### src/rtl/evtcap_pkg.sv
package evtcap_pkg;

   localparam int MODE_W = 4;

   typedef enum logic [MODE_W-1:0] {
      CM_OFF     = 4'b0000,
      CM_FALL    = 4'b0100,
      CM_RISE    = 4'b0101,
      CM_RISE_D4 = 4'b0110,
      CM_RISE_DN = 4'b0111
   } cap_mode_e;

   function automatic logic mode_active(input logic [MODE_W-1:0] m);
      return (m[MODE_W-1:2] == 2'b01);
   endfunction

   function automatic logic mode_divided(input logic [MODE_W-1:0] m);
      return (m == CM_RISE_D4) || (m == CM_RISE_DN);
   endfunction

endpackage

### src/rtl/evtcap_edge.sv
module evtcap_edge #(
   parameter int STAGES = 2
) (
   input  logic clk,
   input  logic rst_n,
   input  logic pin,
   output logic rise,
   output logic fall
);

   generate
      if (STAGES < 2) begin : g_bad_stages
         $error("evtcap_edge: STAGES must be at least 2");
      end
   endgenerate

   logic [STAGES:0] sh_q;

   always_ff @(posedge clk or negedge rst_n) begin
      if (!rst_n) sh_q[0] <= 1'b0;
      else        sh_q[0] <= pin;
   end

   generate
      for (genvar i = 1; i <= STAGES; i++) begin : g_chain
         always_ff @(posedge clk or negedge rst_n) begin
            if (!rst_n) sh_q[i] <= 1'b0;
            else        sh_q[i] <= sh_q[i-1];
         end
      end
   endgenerate

   assign rise = sh_q[STAGES-1] & ~sh_q[STAGES];
   assign fall = ~sh_q[STAGES-1] & sh_q[STAGES];

   // one synchronized transition gives at most one edge pulse
   a_r3_single_rise: assert property (@(posedge clk) disable iff (!rst_n)
      rise |=> !rise);
   // falling pulses are isolated in the same way
   a_r2_single_fall: assert property (@(posedge clk) disable iff (!rst_n)
      fall |=> !fall);

endmodule

### src/rtl/evtcap_prescale.sv
module evtcap_prescale #(
   parameter int DIV_A = 4,
   parameter int DIV_B = 16
) (
   input  logic clk,
   input  logic rst_n,
   input  logic clear,
   input  logic use_div,
   input  logic pick_b,
   input  logic rise,
   output logic hit
);

   localparam int CNT_W = (DIV_B > 2) ? $clog2(DIV_B) : 1;
   localparam logic [CNT_W-1:0] LIM_A = CNT_W'(DIV_A - 1);
   localparam logic [CNT_W-1:0] LIM_B = CNT_W'(DIV_B - 1);

   generate
      if (DIV_A < 2 || DIV_B <= DIV_A) begin : g_bad_div
         $error("evtcap_prescale: need 2 <= DIV_A < DIV_B");
      end
   endgenerate

   logic [CNT_W-1:0] cnt_q;
   logic [CNT_W-1:0] limit;
   logic             at_lim;

   assign limit  = pick_b ? LIM_B : LIM_A;
   assign at_lim = (cnt_q >= limit);
   assign hit    = use_div & rise & at_lim;

   always_ff @(posedge clk or negedge rst_n) begin
      if (!rst_n) begin
         cnt_q <= '0;
      end else if (clear) begin
         cnt_q <= '0;
      end else if (use_div && rise) begin
         cnt_q <= at_lim ? '0 : cnt_q + 1'b1;
      end
   end

   // an inactive mode leaves the count at zero
   a_r9_clear_count: assert property (@(posedge clk) disable iff (!rst_n)
      clear |=> (cnt_q == '0));
   // without a rising edge the count is kept, also across divider changes
   a_r10_count_kept: assert property (@(posedge clk) disable iff (!rst_n)
      (!clear && !rise) |=> $stable(cnt_q));

endmodule

### src/rtl/evtcap_hold.sv
module evtcap_hold #(
   parameter int TMR_W = 16
) (
   input  logic               clk,
   input  logic               rst_n,
   input  logic               load,
   input  logic [TMR_W-1:0]   din,
   output logic [TMR_W/2-1:0] hi,
   output logic [TMR_W/2-1:0] lo
);

   localparam int HALF = TMR_W / 2;

   generate
      if (TMR_W < 2 || (TMR_W % 2) != 0) begin : g_bad_width
         $error("evtcap_hold: TMR_W must be even and at least 2");
      end
   endgenerate

   logic [TMR_W-1:0] val_q;

   always_ff @(posedge clk or negedge rst_n) begin
      if (!rst_n)    val_q <= '0;
      else if (load) val_q <= din;
   end

   assign hi = val_q[TMR_W-1:HALF];
   assign lo = val_q[HALF-1:0];

   // the held value changes only on a load and takes the new data
   a_r8_hold_stable: assert property (@(posedge clk) disable iff (!rst_n)
      !load |=> $stable(val_q));
   a_r8_overwrite: assert property (@(posedge clk) disable iff (!rst_n)
      load |=> (val_q == $past(din)));

endmodule

### src/rtl/evtcap_top.sv
module evtcap_top #(
   parameter int TMR_W  = 16,
   parameter int STAGES = 2,
   parameter int DIV_A  = 4,
   parameter int DIV_B  = 16
) (
   input  logic               clk,
   input  logic               rst_n,
   input  logic               evt_pin,
   input  logic [TMR_W-1:0]   tmr_a,
   input  logic [TMR_W-1:0]   tmr_b,
   input  logic               tmr_sel,
   input  logic               mode_we,
   input  logic [3:0]         mode_wdata,
   input  logic               flag_clr,
   output logic [3:0]         mode_rd,
   output logic [TMR_W/2-1:0] cap_hi,
   output logic [TMR_W/2-1:0] cap_lo,
   output logic               cap_flag
);
   import evtcap_pkg::*;

   logic [MODE_W-1:0] mode_q;
   logic              rise, fall, div_hit, cap_evt, flag_q;
   logic [TMR_W-1:0]  tmr_pick;

   always_ff @(posedge clk or negedge rst_n) begin
      if (!rst_n)       mode_q <= CM_OFF;
      else if (mode_we) mode_q <= mode_wdata;
   end

   evtcap_edge #(.STAGES(STAGES)) u_edge (
      .clk  (clk),
      .rst_n(rst_n),
      .pin  (evt_pin),
      .rise (rise),
      .fall (fall)
   );

   evtcap_prescale #(.DIV_A(DIV_A), .DIV_B(DIV_B)) u_div (
      .clk    (clk),
      .rst_n  (rst_n),
      .clear  (!mode_active(mode_q)),
      .use_div(mode_divided(mode_q)),
      .pick_b (mode_q == CM_RISE_DN),
      .rise   (rise),
      .hit    (div_hit)
   );

   assign cap_evt = ((mode_q == CM_FALL) & fall)
                  | ((mode_q == CM_RISE) & rise)
                  | div_hit;

   assign tmr_pick = tmr_sel ? tmr_b : tmr_a;

   evtcap_hold #(.TMR_W(TMR_W)) u_hold (
      .clk  (clk),
      .rst_n(rst_n),
      .load (cap_evt),
      .din  (tmr_pick),
      .hi   (cap_hi),
      .lo   (cap_lo)
   );

   always_ff @(posedge clk or negedge rst_n) begin
      if (!rst_n)        flag_q <= 1'b0;
      else if (cap_evt)  flag_q <= 1'b1;
      else if (flag_clr) flag_q <= 1'b0;
   end

   assign cap_flag = flag_q;
   assign mode_rd  = mode_q;

   // a capture always leaves the flag set, even against a clear
   a_r7_flag_set: assert property (@(posedge clk) disable iff (!rst_n)
      cap_evt |=> cap_flag);
   // the flag only drops on a clear strobe
   a_r7_flag_sticky: assert property (@(posedge clk) disable iff (!rst_n)
      (cap_flag && !flag_clr) |=> cap_flag);
   // inactive codes never capture
   a_r9_no_capture: assert property (@(posedge clk) disable iff (!rst_n)
      !mode_active(mode_q) |-> !cap_evt);
   // the captured word is the selected timer at the capture edge
   a_r6_source: assert property (@(posedge clk) disable iff (!rst_n)
      cap_evt |=> ({cap_hi, cap_lo} == $past(tmr_sel ? tmr_b : tmr_a)));

endmodule

### config.mk
export PLATFORM = sky130hd
export DESIGN_NAME = evtcap_top
export DESIGN_NICKNAME = d
export VERILOG_FILES = /design/src/rtl/evtcap_pkg.sv /design/src/rtl/evtcap_edge.sv /design/src/rtl/evtcap_prescale.sv /design/src/rtl/evtcap_hold.sv /design/src/rtl/evtcap_top.sv
export SDC_FILE = /design/constraint.sdc
export NUM_CORES = 1
export LEC_CHECK = 0
export ABC_AREA = 0
export BUFFER_PORTS_ARGS = -buffer_cell sky130_fd_sc_hd__buf_2
export CAP_MARGIN = 20
export CELL_PAD_IN_SITES_DETAIL_PLACEMENT = 1
export CELL_PAD_IN_SITES_GLOBAL_PLACEMENT = 1
export CORE_MARGIN = 2
export CORE_UTILIZATION = 36
export CTS_CLUSTER_DIAMETER = 50
export CTS_CLUSTER_SIZE = 10
export DETAILED_ROUTE_END_ITERATION = 12
export GPL_TIMING_DRIVEN = 0
export PLACE_DENSITY = 0.79
export SYNTH_ARGS = -nofsm -noshare
export SYNTH_HDL_FRONTEND = slang
export SYNTH_SLANG_ARGS = --single-unit
### constraint.sdc
create_clock -name clk -period 2.4 [get_ports clk]
set_input_delay 0.48 -clock clk [delete_from_list [all_inputs] [get_ports clk]]
set_output_delay 0.48 -clock clk [all_outputs]
set_load 0.005 [all_outputs]
==> summary.md, run 1 <==
| Metric | Value |
|---|---|
| Num CTS Buffers | `3` |
| Clk Latency, worst-skew pair | `270 ps` |
| Reg2reg setup slack | `60 ps` |
| Pin count of the biggest net entering global routing | `29` |
| Setup crit end kind | `flip-flop` |
| Initial antenna violation count | `0` |
| M1 WL | `1.270 mm` |
| Final net count | `213` |
| Met3 wire len | `198 um` |
| Critical path peak fanout | `10` |
| Reg2reg end | `u_hold.val_q[15]$_DFFE_PN0P_` |
| GP Congestion | `0.7700` |
| Worst reg2reg path startpoint | `mode_rd[3]$_DFFE_PN0P_` |
| Maxcap violations | `0` |
| Clock network fraction of design power | `21.5%` |
| DR pass1 iterations | `4` |
| Area of the multi-input gates | `655.6 sq um` |
| Vias in the first global route | `1,155` |
| Lkg Pwr | `0.9371 nW` |
| Worst setup endpoint | `u_hold.val_q[15]$_DFFE_PN0P_` |
| Distinct cells, synth | `26` |
| Worst slew pin tran | `630.6 ps` |
| Worst EP required | `2560 ps` |
| Crit path kind | `flip-flop to flip-flop` |
| Final worst-path cycle share | `97.46%` |
| TNS Setup | `0 ps` |
| Starting Density | `37.69%` |
| Drt wl/cell | `15.13 um` |
| Yosys reg bits | `28` |
| Diode count | `0` |
| DIE AREA | `0.004375 sq mm` |
| Min cycle time layout | `2339 ps` |
| Combinational share of power | `29.2%` |
| Crit. Startpoint | `mode_rd[3]$_DFFE_PN0P_` |
| Layout fillers | `430` |
| WL met2 | `1.785 mm` |
| Post-synthesis async set-or-reset flop share | `100.0%` |
| Critical Path Start Type | `flip-flop` |
| Synthesized Nets | `143` |
| Clk sink count | `28` |
| Post-Route WL | `3.254 mm` |
| Post-synthesis area per instance | `14.18 sq um` |
| Cells after Synth | `98` |
| Rows | `22` |
| Synth top area cells | `dfrtp_1 50%, mux2_2 21%, mux2_4 9.7%` |
| Worst VDD drop | `0.3873 mV` |
| CTS root buf | `clkbuf_8` |
| Die Span Y | `66.14 um` |
| Reg2reg path depth | `9` |
| Final setup viols | `0` |
| Ports | `63` |
| Post-synth EDFFs | `0` |
| Area grow syn2layout | `34.02%` |
| IO Port Bufs | `61` |
| Most used DFF post-synth | `dfrtp_1` |
| Residual DRC count | `0` |
| Switching share of power | `25.84%` |
| Sequential power share | `49.3%` |
| Top cell type's share of synthesized area | `50.41%` |
| First-pass GRT wire length | `5.285 mm` |
| Final Hold Fails | `0` |
| Avg Vias per Cell | `4.912` |
| Top post-synthesis cells by count | `28 x dfrtp_1, 26 x mux2_2, 9 x mux2_4` |
| NetSw | `0.3477 mW` |
| DP Area | `0.001755 sq mm` |
| Clock Skew | `3.910 ps` |
| Max-slew violations | `0` |
| CTS H-tree lvls | `1` |
| Synth Warn # | `0` |
| CTS Buffer Depth | `2` |
| Final Instance Area | `0.001863 sq mm` |
| Cell accounting for the most synthesized area | `dfrtp_1` |
| DP HPWL | `2.503 mm` |
| Achievable Freq | `427.5 MHz` |
| Pwr/cell area | `722.4 mW/mm^2` |
| Worst-path clk slew | `100 ps` |
| Mapped cell area | `0.001390 sq mm` |
| Core area | `0.003689 sq mm` |
| Layout cells sized above 1 | `66.47%` |
| TritonCTS clock tree | `done` |
| Outcome | `finished, final reports clean` |
| Total gr overflow | `0` |
| Register area | `700.7 sq um` |
| DRT antenna net count | `0` |
| Hold WC Path Type | `primary input to asynchronous set/reset pin` |
| Post-synthesis sequential area ratio | `50.41%` |
| Uppermost layer routed | `met3` |
| Post-cts hold buffer count | `0` |
| 1st-iter DRT viols | `8` |
| P_int | `0.9982 mW` |
| GRT Total Usage | `15.37%` |
| Relative slew slack | `57.96%` |
| Die Wd | `66.14 um` |
| Top-count cell post-synth | `dfrtp_1` |
| DR vias | `1,056` |
| CP arrival | `2500 ps` |
-- worst max-delay path, stage by stage (launching register included) --
cell	delay [ps]
dfrtp_1	430
and2b_2	250
nand3_1	110
ha_1	300
a21o_1	220
a21oi_2	170
o32a_1	170
buf_6	130
buf_12	140
mux2_4	300
-- layer usage --
layer  track usage (%)  vias to the layer above
li1                  -                      491
met5                 0                        -
met2             29.50                       38
met1             18.24                      527
met3             2.726                        0
met4             1.531                        0
-- worst min path at each step --
stage / cells after the start / end / slack (ps) / start
2_1_floorplan: 0 / cap_flag$_DFFE_PN0P_ / 180 / rst_n
3_3_place_gp: 0 / u_edge.sh_q[1]$_DFF_PN0_ / 340 / u_edge.sh_q[0]$_DFF_PN0_
3_5_place_dp: 0 / u_edge.sh_q[1]$_DFF_PN0_ / 340 / u_edge.sh_q[0]$_DFF_PN0_
4_1_cts: 1 / mode_rd[3]$_DFFE_PN0P_ / 240 / rst_n
5_1_grt: 1 / u_edge.sh_q[1]$_DFF_PN0_ / 270 / rst_n
6_report: 1 / mode_rd[3]$_DFFE_PN0P_ / 210 / rst_n
-- stage by stage --
step / power (mW) / std cells / hold slack, ps / worst slack [ps] / utilization (%)
6_report: 1.346 / 215 / 215.0 / 61.00 / 50.51
5_1_grt: 1.434 / 215 / 268.0 / -32.36 / 50.51
4_1_cts: 1.353 / 211 / 243.6 / 32.95 / 49.19
3_5_place_dp: 1.061 / 207 / 344.2 / -2.630 / 47.59
3_3_place_gp: 1.042 / 207 / 335.1 / 72.63 / 47.59
2_1_floorplan: 0.8642 / 98 / 184.4 / 219.6 / -
-- flip-flops by register name (all words and copies together) (netlist names) --
register,count
u_hold.val_q,16
u_edge.sh_q,3
u_div.cnt_q,4
mode_rd,4
cap_flag,1
-- layout by cell type, fill, tap and decap left out, types with 2 or more instances in the layout --
master	n
mux2_4	9
ha_1	3
mux2_2	26
o21ai_0	3
a21oi_1	2
buf_12	2
clkbuf_8	4
and2b_2	2
a21o_1	2
buf_2	62
nand2b_1	3
buf_4	3
dfrtp_1	28
nand3_1	3
nand2_1	2
-- power by group through the flow --
stage	Clock (mW)	Combinational, mW	Sequential (mW)
after floorplan	0	0.187	0.677
after global placement	0	0.378	0.664
after detailed placement	0	0.393	0.668
after CTS	0.298	0.393	0.662
after global routing	0.317	0.435	0.682
final	0.290	0.393	0.663
-- cell families after synthesis --
family | Yosys count | synth area share (%)
xor gates and xnor gates | 1 | 0.6302
adders and majority gates | 3 | 2.701
AOI/OAI and AO/OA | 12 | 6.030
and+or+nand+nor | 13 | 5.491
DFF | 28 | 50.40
muxes | 36 | 31.59
buffers and inverters | 5 | 3.149
-- layout make-up --
cell class / instances / area share, %
Buffer: 4 / 2.149
Clock buffer: 4 / 2.955
Inverter: 1 / 0.2015
Multi-Input combinational cell: 65 / 35.19
Sequential cell: 28 / 37.61
Tap cell: 48 / 3.224
Timing Repair Buffer: 65 / 18.67
-- repair_timing --
item,in CTS,in global routing
buffers inserted,0,4
setup endpoints to repair,9,10
pin swaps,0,1
resized for setup,1,2
Power figures use the tool's default switching activity.
==> run 2, diff against run 1 <==
CORE_UTILIZATION = 37   (was 36)
SYNTH_HIERARCHICAL = 1   (was not set)
==> summary.md, run 2 <==
| Metric | Value |
|---|---|
| Outcome | `finished, final reports clean` |
| DR vias | `1,146` |
| Reg2reg end | `u_hold/val_q[6]$_DFFE_PN0P_` |
| Achievable Freq | `434.4 MHz` |
| Setup WS pre-CTS | `-125.7 ps` |
| Diode count | `0` |
| Pin count of the biggest net entering global routing | `29` |
| TritonCTS clock tree | `done` |
| Post-layout util | `51.89%` |
| GP Congestion | `0.7051` |
| Final Instance Area | `0.002061 sq mm` |
| Post-synthesis async set-or-reset flop share | `100.0%` |
| Final Hold Fails | `0` |
| Lkg Pwr | `1.040 nW` |
| Final non-filler cell total | `233` |
| CP arrival | `2470 ps` |
| Starting Density | `38.15%` |
| Commonest non-fill, non-tap cell in the layout | `buf_2` |
| Cell accounting for the most synthesized area | `dfrtp_1` |
| DP Area | `0.001883 sq mm` |
| Worst VDD drop | `0.4270 mV` |
| Final worst-path cycle share | `95.92%` |
| Most used DFF post-synth | `dfrtp_1` |
| Max FFs per register | `16` |
| Ports | `63` |
| Residual DRC count | `0` |
| Final worst slack | `97.92 ps` |
| Post-Route WL | `3.514 mm` |
| Worst-path clk slew | `100 ps` |
| Initial antenna violation count | `0` |
| Pwr/cell area | `711.7 mW/mm^2` |
| Core area | `0.003971 sq mm` |
| Critical Path Start Type | `flip-flop` |
| Setup crit end kind | `flip-flop` |
| Pwr Total | `1.467 mW` |
| Relative slew slack | `57.74%` |
| Clk Latency, worst-skew pair | `280 ps` |
| Die Span Y | `68.00 um` |
| GRT Total Usage | `16.36%` |
| Mapped cell area | `0.001515 sq mm` |
| CTS root buf | `clkbuf_8` |
| CTS Buffer Depth | `2` |
| Distinct cells, synth | `32` |
| Rows | `23` |
| DRT antenna net count | `0` |
| Top-count cell post-synth | `dfrtp_1` |
| First-pass GRT wire length | `5.582 mm` |
| Total gr overflow | `0` |
| Max incr delay on CP | `410 ps` |
| CTS H-tree lvls | `1` |
| Placed Cells incl. Taps | `218` |
| Synth Warn # | `6` |
| Worst slew pin tran | `633.8 ps` |
| Final net count | `229` |
| Die Wd | `68.00 um` |
| Reg2reg setup slack | `100 ps` |
| Crit path kind | `flip-flop to flip-flop` |
| Min cycle time layout | `2302 ps` |
| Post-synthesis sequential area ratio | `46.24%` |
| Drt wl/cell | `15.08 um` |
| Worst setup endpoint | `u_hold/val_q[6]$_DFFE_PN0P_` |
| Num CTS Buffers | `3` |
| Max-slew violations | `0` |
| Layout cells sized above 1 | `68.31%` |
| 1st-iter DRT viols | `23` |
| Worst reg2reg path startpoint | `mode_rd[1]$_DFFE_PN0P_` |
| Critical path peak fanout | `10` |
| Crit. Startpoint | `mode_rd[1]$_DFFE_PN0P_` |
| DR pass1 iterations | `4` |
| Synthesized Nets | `152` |
| IO Port Bufs | `61` |
| Vias in the first global route | `1,262` |
| Hold slack | `212.5 ps` |
| Synth top area cells | `dfrtp_1 46%, mux2_4 20%, mux2_2 12%` |
| DP HPWL | `2.593 mm` |
| Yosys reg bits | `28` |
| Top reg by flops | `u_hold/val_q` |
| Area grow syn2layout | `36.00%` |
| Post-synthesis area per instance | `14.16 sq um` |
| Post-synth EDFFs | `0` |
| Maxcap violations | `0` |
| Worst EP required | `2570 ps` |
| TNS Setup | `0 ps` |
| Hold WC Path Type | `primary input to asynchronous set/reset pin` |
| Commonest cells after routing, fill and taps aside | `61 x buf_2, 28 x dfrtp_1, 20 x mux2_4, 16 x mux2_2, 12 x buf_4` |
| Avg Vias per Cell | `4.918` |
| Clock Skew | `7.034 ps` |
| Cells after Synth | `107` |
| Final setup viols | `0` |
| Worst path slowest cell | `dfrtp_1` |
| Crit-path cells | `and3b_2 > and2_1 > inv_2 > ha_4 > a21o_1 > a21oi_2 > nor2_1 > inv_1 > o21ai_4 > buf_12 > mux2_4` |
| Top post-synthesis cells by count | `28 x dfrtp_1, 20 x mux2_4, 16 x mux2_2` |
| DIE AREA | `0.004623 sq mm` |
| Reg2reg path depth | `11` |
| Clk sink count | `28` |
| Top cell type's share of synthesized area | `46.24%` |
## run 2: how the worst min path moves through the flow
stage | startpoint | endpoint | slack (ps) | cells past startpoint
global route | rst_n | u_hold/val_q[13]$_DFFE_PN0P_ | 250 | 1
detailed placement | u_edge/sh_q[0]$_DFF_PN0_ | u_edge/sh_q[1]$_DFF_PN0_ | 350 | 0
floorplan | rst_n | cap_flag$_DFFE_PN0P_ | 180 | 0
global placement | u_edge/sh_q[0]$_DFF_PN0_ | u_edge/sh_q[1]$_DFF_PN0_ | 330 | 0
finish | rst_n | u_hold/val_q[14]$_DFFE_PN0P_ | 210 | 1
CTS | rst_n | u_hold/val_q[14]$_DFFE_PN0P_ | 230 | 1
## run 2: layout make-up
type / instances / area [sq um]
Clock inverter: 1 / 30.03
Timing Repair Buffer: 73 / 395.4
Buffer: 3 / 46.29
Multi-Input combinational cell: 72 / 773.2
Tap cell: 50 / 62.56
Fill cell: 436 / 1911
Sequential cell: 28 / 700.7
Clock buffer: 3 / 41.29
Inverter: 3 / 11.26
## run 2: per-layer routing
| metal | share of wire (%) | global-route usage (%) | up-vias | wire (um) |
|---|---|---|---|---|
| met5 | 0 | 0 | - | 0 |
| met4 | 1.5 | 7.000 | 0 | 51 |
| met3 | 5.7 | 3.783 | 4 | 201 |
| met2 | 52 | 27.55 | 40 | 1817 |
| met1 | 41 | 20.02 | 562 | 1443 |
| li1 | - | - | 540 | - |
## run 2: report_power, final
| group | internal [mW] | switching (mW) | total (mW) | leakage, nW |
|---|---|---|---|---|
| registers | 0.595 | 0.0685 | 0.663 | 0.347 |
| logic | 0.282 | 0.148 | 0.430 | 0.658 |
| clock network | 0.223 | 0.150 | 0.374 | 0.0357 |
| total | 1.10 | 0.367 | 1.47 | 1.04 |
## run 2: cells by family (layout without fill, tap and decap cells)
logic type / count (synthesis) / after routing / synth area share [%]
flip-flops: 28 / 28 / 46.24
AND/OR/NAND/NOR: 21 / 21 / 8.671
adder cells (fa/ha/maj): 3 / 3 / 2.478
multiplexers: 37 / 37 / 32.37
buffers and inverters: 7 / 83 / 4.541
AO/OA/AOI/OAI: 11 / 11 / 5.697
## run 2: critical path, delay by kind of cell, from the launching register on
kind / cells / cell delay, ps
AO/OA/AOI/OAI: 3 / 460
multiplexers: 1 / 290
adder cells (fa/ha/maj): 1 / 200
AND/OR/NAND/NOR: 3 / 450
flip-flops: 1 / 410
buffers and inverters: 3 / 360
## run 2: timing repair
item,CTS,global route
gates resized for setup,1,4
hold endpoints to repair,0,0
endpoints found under the setup margin,10,16
hold buffers,0,0
setup buffers,7,5
pin swaps,2,3
==> run 3, diff against run 2 <==
CORE_UTILIZATION = 33   (was 37)
PLACE_DENSITY = 0.75   (was 0.79)
clock period = 1.9 ns   (was 2.4 ns; I/O delays follow)
==> summary.md, run 3 (same netlist as run 2, synthesis figures left out) <==
| Metric | Value |
|---|---|
| Layout fillers | `474` |
| Drt wl/cell | `15.81 um` |
| DP HPWL | `2.733 mm` |
| Post-Route WL | `3.730 mm` |
| Sequential power share | `49.0%` |
| CP arrival | `2380 ps` |
| Commonest non-fill, non-tap cell in the layout | `buf_2` |
| Pwr/cell area | `819.5 mW/mm^2` |
| Switching share of power | `26.56%` |
| Area grow syn2layout | `37.16%` |
| Worst-path clk slew | `90 ps` |
| Clk sink count | `28` |
| NetSw | `0.4524 mW` |
| First-pass GRT wire length | `6.072 mm` |
| DR vias | `1,173` |
| Pwr Total | `1.703 mW` |
| Top reg by flops | `u_hold/val_q` |
| Uppermost layer routed | `met4` |
| Residual DRC count | `0` |
| CTS root buf | `clkbuf_8` |
| Crit path kind | `flip-flop to flip-flop` |
| Final worst-path cycle share | `116.7%` |
| Core area | `0.004384 sq mm` |
| Ports | `63` |
| Critical path peak fanout | `10` |
| WL met2 | `1.996 mm` |
| M1 WL | `1.452 mm` |
| Total gr overflow | `0` |
| Rows | `24` |
| Die Wd | `71.76 um` |
| Maxcap violations | `0` |
| CTS Buffer Depth | `2` |
| DRT antenna net count | `0` |
| Initial antenna violation count | `0` |
| Outcome | `finished with violations` |
| Critical Path Start Type | `flip-flop` |
| Setup WS pre-CTS | `-559.4 ps` |
| Layout cells sized above 1 | `70.11%` |
| Final net count | `231` |
| Avg Vias per Cell | `4.970` |
| GP Congestion | `0.7564` |
| Final worst slack | `-316.4 ps` |
| Hold WC Path Type | `primary input to asynchronous set/reset pin` |
| Vias in the first global route | `1,309` |
| Setup crit end kind | `flip-flop` |
| Max FFs per register | `16` |
| Worst VDD drop | `0.4076 mV` |
| Clk Latency, worst-skew pair | `270 ps` |
| Starting Density | `34.56%` |
| Lkg Pwr | `1.045 nW` |
| Area of the multi-input gates | `778.2 sq um` |
| Violated checks | `setup timing` |
| P_int | `1.251 mW` |
| Final Hold Fails | `0` |
| Num CTS Buffers | `3` |
| Worst EP required | `2060 ps` |
| Register area | `700.7 sq um` |
| TritonCTS clock tree | `done` |
| DP Area | `0.001889 sq mm` |
| Pin count of the biggest net entering global routing | `29` |
| IO Port Bufs | `61` |
| Die Span Y | `71.76 um` |
| Min cycle time layout | `2216 ps` |
| Clock Skew | `5.059 ps` |
| Commonest cells after routing, fill and taps aside | `61 x buf_2, 28 x dfrtp_1, 20 x mux2_4, 16 x mux2_2, 8 x buf_4` |
| Met3 wire len | `254 um` |
| Achievable Freq | `451.2 MHz` |
| 1st-iter DRT viols | `31` |
| Clock network fraction of design power | `18.8%` |
| Diode count | `0` |
| CTS H-tree lvls | `1` |
| GRT Total Usage | `14.87%` |
| Max-slew violations | `0` |
| DIE AREA | `0.005150 sq mm` |
| Relative slew slack | `57.01%` |
| Final Instance Area | `0.002078 sq mm` |
| DR pass1 iterations | `3` |
| Combinational share of power | `32.1%` |
| RSZ-0062 raised after global routing | `yes` |
| Final setup viols | `18` |
| Worst slew pin tran | `644.8 ps` |
==> run 3: changes by cell type in the layout (fill, tap and decap cells not counted), sizes merged <==
cell	delta
buf	+2
bufinv	-1
==> run 3: layout make-up <==
| class | instances | share of cell area, % |
|---|---|---|
| multi-input combinational | 72 | 37.45 |
| sequential | 28 | 33.71 |
| timing repair buffer | 75 | 20.83 |
| tap | 52 | 3.131 |
| buffer | 3 | 2.228 |
| clock buffer | 3 | 1.987 |
| inverter | 3 | 0.6623 |
==> run 3: metal layers <==
metal | track usage, % | vias up
met3 | 3.797 | 4
met5 | 0 | -
met4 | 3.774 | 0
met2 | 27.57 | 45
li1 | - | 542
met1 | 16.90 | 582
==> run 3: power by group through the flow <==
stage               sequential (mW)  combinational (mW)  clock [mW]
floorplan                     0.857               0.264           0
CTS                           0.836               0.553       0.333
finish                        0.835               0.547       0.321
detailed placement            0.845               0.532           0
global route                  0.858               0.599       0.358
global placement              0.842               0.510           0
==> run 3: worst max-delay path, stage by stage, from the launching register on <==
cell	delay, ps
dfrtp_1	390
and3b_2	250
and2_4	150
inv_4	40
ha_4	220
a21o_1	200
a21oi_2	140
nor2_1	70
inv_2	90
o21ai_4	90
buf_12	180
mux2_4	290
==> run 3: repair_timing <==
item                                    CTS  global route
endpoints found under the setup margin   18            21
hold buffers                              0             0
gates resized for setup                   5             9
buffers inserted                         13             2
pin swaps                                 3             4
==> run 3: through the flow <==
stage / TNS [ps] / hold slack (ps) / std cells / utilization, %
4_1_cts: -5133 / 144.2 / 236 / 46.78
5_1_grt: -6255 / 168.1 / 236 / 47.40
3_5_place_dp: -7889 / 338.7 / 220 / 43.09
3_3_place_gp: -7322 / 341.0 / 220 / 43.09
2_1_floorplan: -4980 / 84.41 / 107 / -
6_report: -4985 / 119.0 / 236 / 47.40
==> run 3: final timing paths <==
kind	start	end	slack, ps	depth (start not counted)
max	mode_rd[3]$_DFFE_PN0P_	u_hold/val_q[14]$_DFFE_PN0P_	-320	11
min	rst_n	mode_rd[0]$_DFFE_PN0P_	120	1
max reg2reg	mode_rd[3]$_DFFE_PN0P_	u_hold/val_q[14]$_DFFE_PN0P_	-320	11
min reg2reg	u_edge/sh_q[0]$_DFF_PN0_	u_edge/sh_q[1]$_DFF_PN0_	360	0
max in group asynchronous	rst_n	u_hold/val_q[10]$_DFFE_PN0P_	1360	1
min in group clk	evt_pin	u_edge/sh_q[0]$_DFF_PN0_	220	1
